$ cat config.mk
export PLATFORM = sky130hd
export DESIGN_NAME = eau_top
export DESIGN_NICKNAME = d
export VERILOG_FILES = /design/src/rtl/eau_pkg.sv /design/src/rtl/eau_ctrl.sv /design/src/rtl/eau_dp.sv /design/src/rtl/eau_top.sv
export SDC_FILE = /design/constraint.sdc
export NUM_CORES = 1
export LEC_CHECK = 0
export BUFFER_PORTS_ARGS = -buffer_cell sky130_fd_sc_hd__buf_2
export CAP_MARGIN = 5
export CORE_AREA = 2 2 199 201
export CTS_BUF_LIST = sky130_fd_sc_hd__clkbuf_8 sky130_fd_sc_hd__clkbuf_16
export DETAILED_ROUTE_END_ITERATION = 6
export DIE_AREA = 0 0 201 203
export PLACE_DENSITY_LB_ADDON = 0.3
export SETUP_SLACK_MARGIN = 0.02
export SLEW_MARGIN = 40
export SYNTH_ARGS = -nofsm -noshare
export SYNTH_HDL_FRONTEND = slang
export SYNTH_SLANG_ARGS = --single-unit
$ cat constraint.sdc
create_clock -name clk -period 2.5 [get_ports clk]
set_input_delay 0 -clock clk [delete_from_list [all_inputs] [get_ports clk]]
set_output_delay 0 -clock clk [all_outputs]
set_load 0.02 [all_outputs]
$ cat src/rtl/eau_pkg.sv
package eau_pkg;

  localparam logic [3:0] MODE_REG    = 4'd0;
  localparam logic [3:0] MODE_IMM    = 4'd1;
  localparam logic [3:0] MODE_ABS    = 4'd2;
  localparam logic [3:0] MODE_RIND   = 4'd3;
  localparam logic [3:0] MODE_BDISP  = 4'd4;
  localparam logic [3:0] MODE_BIDX   = 4'd5;
  localparam logic [3:0] MODE_SCALED = 4'd6;
  localparam logic [3:0] MODE_AINC   = 4'd7;
  localparam logic [3:0] MODE_ADEC   = 4'd8;
  localparam logic [3:0] MODE_MIND   = 4'd9;
  localparam logic [3:0] MODE_LAST   = MODE_MIND;

  typedef struct packed {
    logic loadOp;     // start accepted: capture operands and compute
    logic loadFetch;  // pointer word arrived: capture it as the result
  } strobe_t;

  typedef enum logic [1:0] {
    ST_IDLE = 2'd0,
    ST_WAIT = 2'd1,
    ST_FIN  = 2'd2
  } state_e;

  function automatic logic modeIllegal(input logic [3:0] m);
    return m > MODE_LAST;
  endfunction

  function automatic logic modeUpdates(input logic [3:0] m);
    return (m == MODE_AINC) || (m == MODE_ADEC);
  endfunction

  function automatic logic modeIndirect(input logic [3:0] m);
    return m == MODE_MIND;
  endfunction

endpackage

$ cat src/rtl/eau_ctrl.sv
module eau_ctrl
  import eau_pkg::*;
(
  input  logic       clk,
  input  logic       rst_n,
  input  logic       start,
  input  logic [3:0] mode,
  input  logic       memValid,
  output strobe_t    strb,
  output logic       busy,
  output logic       done,
  output logic       memReq,
  output logic       wbValid,
  output logic       illegalMode
);

  state_e stateQ, stateD;
  logic   wbPendQ;
  logic   illPendQ;
  logic   accept;

  assign accept = (stateQ == ST_IDLE) && start;

  always_comb begin
    stateD = stateQ;
    unique case (stateQ)
      ST_IDLE: if (start) stateD = modeIndirect(mode) ? ST_WAIT : ST_FIN;
      ST_WAIT: if (memValid) stateD = ST_FIN;
      ST_FIN:  stateD = ST_IDLE;
      default: stateD = ST_IDLE;
    endcase
  end

  always_ff @(posedge clk or negedge rst_n) begin
    if (!rst_n) begin
      stateQ   <= ST_IDLE;
      wbPendQ  <= 1'b0;
      illPendQ <= 1'b0;
    end else begin
      stateQ <= stateD;
      if (accept) begin
        wbPendQ  <= modeUpdates(mode);
        illPendQ <= modeIllegal(mode);
      end
    end
  end

  assign strb.loadOp    = accept;
  assign strb.loadFetch = (stateQ == ST_WAIT) && memValid;

  assign busy        = (stateQ != ST_IDLE);
  assign done        = (stateQ == ST_FIN);
  assign memReq      = (stateQ == ST_WAIT);
  assign wbValid     = done && wbPendQ;
  assign illegalMode = done && illPendQ;

  // a request only exists while the unit is busy
  a_r8_req_inside_busy: assert property (@(posedge clk) disable iff (!rst_n)
    memReq |-> busy);

  // the request holds until memory answers
  a_r8_req_held: assert property (@(posedge clk) disable iff (!rst_n)
    (memReq && !memValid) |=> memReq);

  // done never lasts two cycles
  a_r6_done_pulse: assert property (@(posedge clk) disable iff (!rst_n)
    done |=> !done);

  // busy only falls right after a done cycle
  a_r7_busy_until_done: assert property (@(posedge clk) disable iff (!rst_n)
    $fell(busy) |-> $past(done));

  // write-back is confined to a legal done cycle
  a_r5_wb_in_done: assert property (@(posedge clk) disable iff (!rst_n)
    wbValid |-> (done && !illegalMode));

  // an illegal mode never starts a pointer fetch
  a_r9_illegal_no_req: assert property (@(posedge clk) disable iff (!rst_n)
    (accept && modeIllegal(mode)) |=> !memReq);

endmodule

$ cat src/rtl/eau_dp.sv
module eau_dp
  import eau_pkg::*;
#(
  parameter int ADDR_W = 32,
  parameter int LIT_W  = 16,
  parameter int RIDX_W = 5
) (
  input  logic              clk,
  input  logic              rst_n,
  input  strobe_t           strb,
  input  logic [3:0]        mode,
  input  logic [ADDR_W-1:0] baseVal,
  input  logic [ADDR_W-1:0] idxVal,
  input  logic [LIT_W-1:0]  litField,
  input  logic [1:0]        scaleSel,
  input  logic [1:0]        accSize,
  input  logic [RIDX_W-1:0] baseIdx,
  input  logic [ADDR_W-1:0] memData,
  output logic [ADDR_W-1:0] result,
  output logic              resultIsAddr,
  output logic [ADDR_W-1:0] memAddr,
  output logic [RIDX_W-1:0] wbIdx,
  output logic [ADDR_W-1:0] wbData
);

  localparam int EXT_W = (ADDR_W > LIT_W) ? ADDR_W - LIT_W : 1;

  logic [ADDR_W-1:0] litExt;
  logic [ADDR_W-1:0] idxScaled;
  logic [ADDR_W-1:0] stepVal;
  logic [ADDR_W-1:0] resNext;
  logic              isAddrNext;
  logic [ADDR_W-1:0] wbNext;

  generate
    if (ADDR_W > LIT_W) begin : g_ext
      assign litExt = {{EXT_W{litField[LIT_W-1]}}, litField};
    end else begin : g_trunc
      assign litExt = litField[ADDR_W-1:0];
    end
  endgenerate

  assign idxScaled = idxVal << scaleSel;

  always_comb begin
    unique case (accSize)
      2'd0:    stepVal = ADDR_W'(1);
      2'd1:    stepVal = ADDR_W'(2);
      default: stepVal = ADDR_W'(4);
    endcase
  end

  always_comb begin
    resNext    = '0;
    isAddrNext = 1'b1;
    wbNext     = baseVal;
    unique case (mode)
      MODE_REG:    begin resNext = baseVal; isAddrNext = 1'b0; end
      MODE_IMM:    begin resNext = litExt;  isAddrNext = 1'b0; end
      MODE_ABS:    resNext = litExt;
      MODE_RIND:   resNext = baseVal;
      MODE_BDISP:  resNext = baseVal + litExt;
      MODE_BIDX:   resNext = baseVal + idxVal;
      MODE_SCALED: resNext = baseVal + idxScaled + litExt;
      MODE_AINC:   begin resNext = baseVal; wbNext = baseVal + stepVal; end
      MODE_ADEC:   begin resNext = baseVal; wbNext = baseVal - stepVal; end
      MODE_MIND:   resNext = '0;
      default:     begin resNext = '0; isAddrNext = 1'b0; end
    endcase
  end

  always_ff @(posedge clk or negedge rst_n) begin
    if (!rst_n) begin
      result       <= '0;
      resultIsAddr <= 1'b0;
      memAddr      <= '0;
      wbIdx        <= '0;
      wbData       <= '0;
    end else if (strb.loadOp) begin
      result       <= resNext;
      resultIsAddr <= isAddrNext;
      memAddr      <= baseVal;
      wbIdx        <= baseIdx;
      wbData       <= wbNext;
    end else if (strb.loadFetch) begin
      result       <= memData;
      resultIsAddr <= 1'b1;
    end
  end

  // the pointer address never moves while a fetch is pending
  a_r8_addr_stable: assert property (@(posedge clk) disable iff (!rst_n)
    (!strb.loadOp) |=> $stable(memAddr));

endmodule

$ cat src/rtl/eau_top.sv
module eau_top
  import eau_pkg::*;
#(
  parameter int ADDR_W = 32,
  parameter int LIT_W  = 16,
  parameter int RIDX_W = 5
) (
  input  logic              clk,
  input  logic              rst_n,
  input  logic              start,
  input  logic [3:0]        mode,
  input  logic [ADDR_W-1:0] baseVal,
  input  logic [ADDR_W-1:0] idxVal,
  input  logic [LIT_W-1:0]  litField,
  input  logic [1:0]        scaleSel,
  input  logic [1:0]        accSize,
  input  logic [RIDX_W-1:0] baseIdx,
  output logic              memReq,
  output logic [ADDR_W-1:0] memAddr,
  input  logic              memValid,
  input  logic [ADDR_W-1:0] memData,
  output logic              done,
  output logic              busy,
  output logic [ADDR_W-1:0] result,
  output logic              resultIsAddr,
  output logic              illegalMode,
  output logic              wbValid,
  output logic [RIDX_W-1:0] wbIdx,
  output logic [ADDR_W-1:0] wbData
);

  strobe_t strb;

  eau_ctrl u_ctrl (
    .clk         (clk),
    .rst_n       (rst_n),
    .start       (start),
    .mode        (mode),
    .memValid    (memValid),
    .strb        (strb),
    .busy        (busy),
    .done        (done),
    .memReq      (memReq),
    .wbValid     (wbValid),
    .illegalMode (illegalMode)
  );

  eau_dp #(
    .ADDR_W (ADDR_W),
    .LIT_W  (LIT_W),
    .RIDX_W (RIDX_W)
  ) u_dp (
    .clk          (clk),
    .rst_n        (rst_n),
    .strb         (strb),
    .mode         (mode),
    .baseVal      (baseVal),
    .idxVal       (idxVal),
    .litField     (litField),
    .scaleSel     (scaleSel),
    .accSize      (accSize),
    .baseIdx      (baseIdx),
    .memData      (memData),
    .result       (result),
    .resultIsAddr (resultIsAddr),
    .memAddr      (memAddr),
    .wbIdx        (wbIdx),
    .wbData       (wbData)
  );

  // an illegal result is never labelled as an address
  a_r9_illegal_not_addr: assert property (@(posedge clk) disable iff (!rst_n)
    illegalMode |-> (!resultIsAddr && result == '0));

  // the request address stays put while memory is answering
  a_r8_port_addr_hold: assert property (@(posedge clk) disable iff (!rst_n)
    (memReq && !memValid) |=> $stable(memAddr));

endmodule

==> flow_summary.ini <==
[setup_path]
critPathKind = primary input to flip-flop
critical-path-top-delay-family = compound AO/OA/AOI/OAI gates
critPathMaxFanout = 5
start_kind = primary input
crit_path_end_kind = flip-flop
cp_common_cell = buf_12
arrival_ns = 3.40
crit_chain = buf_12 > buf_12 > mux4_2 > fa_1 > ha_4 > buf_4 > buf_6 > and2_4 > nor4b_4 > a211o_1 > a311oi_2 > o21ai_1 > xnor2_1 > o211a_1 > a21oi_2
critPathSlowestCell = fa_1
cp.required_ns = 2.82
crit_buf_inv = 4
max_stage_delay_ns = 0.56

[power]
p_leak_nw = 8.93
power.density_nw_per_um2 = 525
p_total_w = 0.0100
ir_drop_mv = 0.364

[grt]
gr-total-overflow = 0
antenna_found_initial = 1
grt.total_usage_pct = 24.5
grt_pass1_vias = 13526
grt_max_degree = 77
grt_pass1_wl_mm = 77.3

[synth]
ys_ff_latch = 106
syn_area_um2 = 11500
yosys.area_share.xor_xnor_pct = 5.88
yosys-top-cells-area = dfrtp_1 23%, ha_1 10%, nand2_1 9.3%, fa_1 5.9%, mux4_2 5.5%
synth-compound-area-share_pct = 25.3
yosys_most_used_dff = dfrtp_1
yosysTopAreaCell = dfrtp_1
syn_area_per_cell_um2 = 8.22
synthSimpleGateAreaFrac_pct = 19.0
synth_edf_count = 0
synth-adder-area-share_pct = 16.1
yosysTopAreaCellShare_pct = 23.1
async_flop_share_pct = 100
synth_top_family_by_area = compound AO/OA/AOI/OAI gates
ys_warn_count = 0
ys_seq_area_share_pct = 23.1
syn-num-nets = 1653
synth_mux_area_share_pct = 7.67
synthesis.instances = 1397
synth_cell_types = 72

[floorplanning]
ioPinCount = 236
start_util_pct = 29.8
fp-row-count = 72
die_w_um = 201
coreArea_um2 = 38500
dieHeight_um = 203
dieArea_um2 = 40800

[cts]
cts_max_level = 3
cts-root-buf = clkbuf_16
clock_sinks = 106
path_clk_slew_ns = 0.09
cts_made_buffers = 9
tritoncts = built
clk_path_buf_depth = 2
insertion_delay_ns = 0.38

[routing]
wire_per_inst_um = 20.3
drc = 0
wirelength_mm = 51.9
vias_per_cell = 5.31
drt_iter0_drc = 1178
dr.pass1.iters = 5
num_vias = 13574
ant_nets = 0

[sta]
hold_ws_ns = 0.00593
rsz0062_at_grt = true
clock.fmax_mhz = 325
tightestPinTransition_ns = 0.775
layout_setup_ws_ns = -0.577
setup-violations-final = 36
hold_viol_final = 0
clock_skew_ns = 0.0115
min_period_ns = 3.08
max_slew_margin_pct = 48.3
period_share_pct = 123
report.final.slew_viol_count = 0

[finish]
fin_area_um2 = 19100
drive_above_1_share_pct = 48.7
antennaDiodeCount = 0
final_util_pct = 49.7
area_growth_pct = 66.5
fin_nets = 2290
fin_cells = 2557

[hold_path]
worstHoldPathType = primary input to flip-flop

[job]
maxCapViolations = 0

[run_status]
outcome = complete, but fails checks
violations = negative setup slack

[placed_design]
dp_cells = 2452
dpl-instance-area_um2 = 16300
gp_congestion = 0.927
port_buffers = 235
hpwl_mm = 39.7
==> sequential cells by signal (all words and copies together), names as in the netlist <==
register	cells
u_ctrl.stateQ	2
u_ctrl.wbPendQ	1
u_dp.wbIdx	5
u_dp.resultIsAddr	1
u_dp.wbData	32
u_dp.result	32
u_ctrl.illPendQ	1
u_dp.memAddr	32
==> final timing paths <==
| kind | end | depth (start not counted) | slack [ns] | startpoint |
|---|---|---|---|---|
| setup / recovery | u_dp.result[30]$_DFFE_PN0P_ | 15 | -0.58 | scaleSel[0] |
| hold / removal | u_dp.result[7]$_DFFE_PN0P_ | 4 | 0.006 | memData[7] |
| setup reg to reg | u_dp.result[16]$_DFFE_PN0P_ | 7 | 0.33 | u_ctrl.stateQ[0]$_DFFE_PN0P_ |
| hold reg to reg | u_dp.memAddr[11]$_DFFE_PN0P_ | 2 | 0.47 | u_dp.memAddr[11]$_DFFE_PN0P_ |
| max in group asynchronous | u_dp.result[24]$_DFFE_PN0P_ | 3 | 1.76 | rst_n |
| min in group asynchronous | u_dp.wbIdx[0]$_DFFE_PN0P_ | 2 | 0.10 | rst_n |
==> cell families after synthesis <==
| logic type | after synthesis |
|---|---|
| flip-flops | 106 |
| buffers and inverters | 91 |
| multiplexers | 51 |
| AND/OR/NAND/NOR | 507 |
| adder cells (fa/ha/maj) | 127 |
| AO/OA/AOI/OAI | 438 |
| XOR/XNOR | 77 |
==> area by class of cell <==
| type | instances | area [um^2] |
|---|---|---|
| Timing Repair Buffer | 697 | 5070 |
| Clock inverter | 7 | 108 |
| Tap cell | 518 | 648 |
| Inverter | 19 | 75.1 |
| Clock buffer | 9 | 225 |
| Fill cell | 3649 | 19400 |
| Multi-Input combinational cell | 1201 | 10300 |
| Sequential cell | 106 | 2650 |
==> metal layers <==
metal | track usage, % | vias to the layer above | share of wire (%)
met5 | 0 | - | 0.013
li1 | - | 6381 | -
met2 | 38.7 | 476 | 45
met4 | 8.97 | 2 | 3.1
met3 | 5.47 | 93 | 7.9
met1 | 32.9 | 6622 | 44
==> power breakdown <==
part	total, W	switching, W	internal (W)
sequential	0.00222	0.000193	0.00203
clock	0.00170	0.000796	0.000900
combinational	0.00612	0.00324	0.00288
==> cells in the mapped netlist, types with 3 or more instances <==
cell type / count
nand3_1: 18
fa_1: 34
mux4_2: 28
and3_1: 10
nor3b_1: 4
a31oi_1: 22
nand2b_1: 13
nand2_1: 283
inv_1: 19
o22ai_1: 19
a221o_1: 7
a22oi_1: 8
o31a_1: 4
nor3_1: 10
nor4_1: 5
dfrtp_1: 106
ha_1: 93
a211o_1: 5
clkbuf_1: 51
nor2b_1: 13
a211oi_1: 17
mux2i_1: 7
nand3b_1: 6
buf_2: 5
nand4_1: 5
o21a_1: 11
xor2_1: 20
o21ai_1: 15
o221ai_1: 3
a41oi_1: 10
mux2_2: 16
buf_1: 16
and2_1: 12
a222oi_1: 6
nor2_1: 113
or3_1: 5
a21o_1: 51
a221oi_1: 15
o31ai_1: 4
xnor2_1: 57
o211ai_1: 11
o21bai_1: 15
o21ai_0: 61
a21oi_1: 125
or2_2: 3
==> layout by cell type, fill, tap and decap left out, drive strengths merged, types with 15 or more instances in the layout <==
cell / n
xnor2: 57
o21ai: 76
a31oi: 22
nand3: 18
a211oi: 18
fa: 34
inv: 21
nor2: 113
a221oi: 16
mux2: 16
xor2: 20
o22ai: 19
o21bai: 15
a21o: 51
dlygate4sd3: 23
nand2: 283
a21oi: 127
mux4: 28
buf: 673
dfrtp: 106
ha: 93
==> metrics by stage <==
| stage | setup slack (ns) | setup TNS, ns |
|---|---|---|
| 4_1_cts | -0.523 | -8.98 |
| 2_1_floorplan | -0.774 | -23.00 |
| 3_5_place_dp | -1.12 | -35.80 |
| 3_3_place_gp | -1.07 | -32.73 |
| 5_1_grt | -0.719 | -15.92 |
| 6_report | -0.577 | -10.62 |
==> what timing repair did <==
| action | 4_1_cts | 5_1_grt |
|---|---|---|
| pin swaps | 108 | 140 |
| hold buffers | 23 | 0 |
| endpoints found under the setup margin | 43 | 48 |
| gates resized for setup | 169 | 152 |
| cloned | 3 | 0 |
| setup buffers | 34 | 35 |
| endpoints found under the hold margin | 110 | 0 |
==> worst register-to-register path, delay by kind of cell, from the launching register on <==
kind,cells,cell delay (ns)
flip-flops,1,0.40
AND/OR/NAND/NOR,3,0.90
buffers and inverters,2,0.49
AO/OA/AOI/OAI,2,0.30
Note: power is estimated with default switching activity, not from simulation.
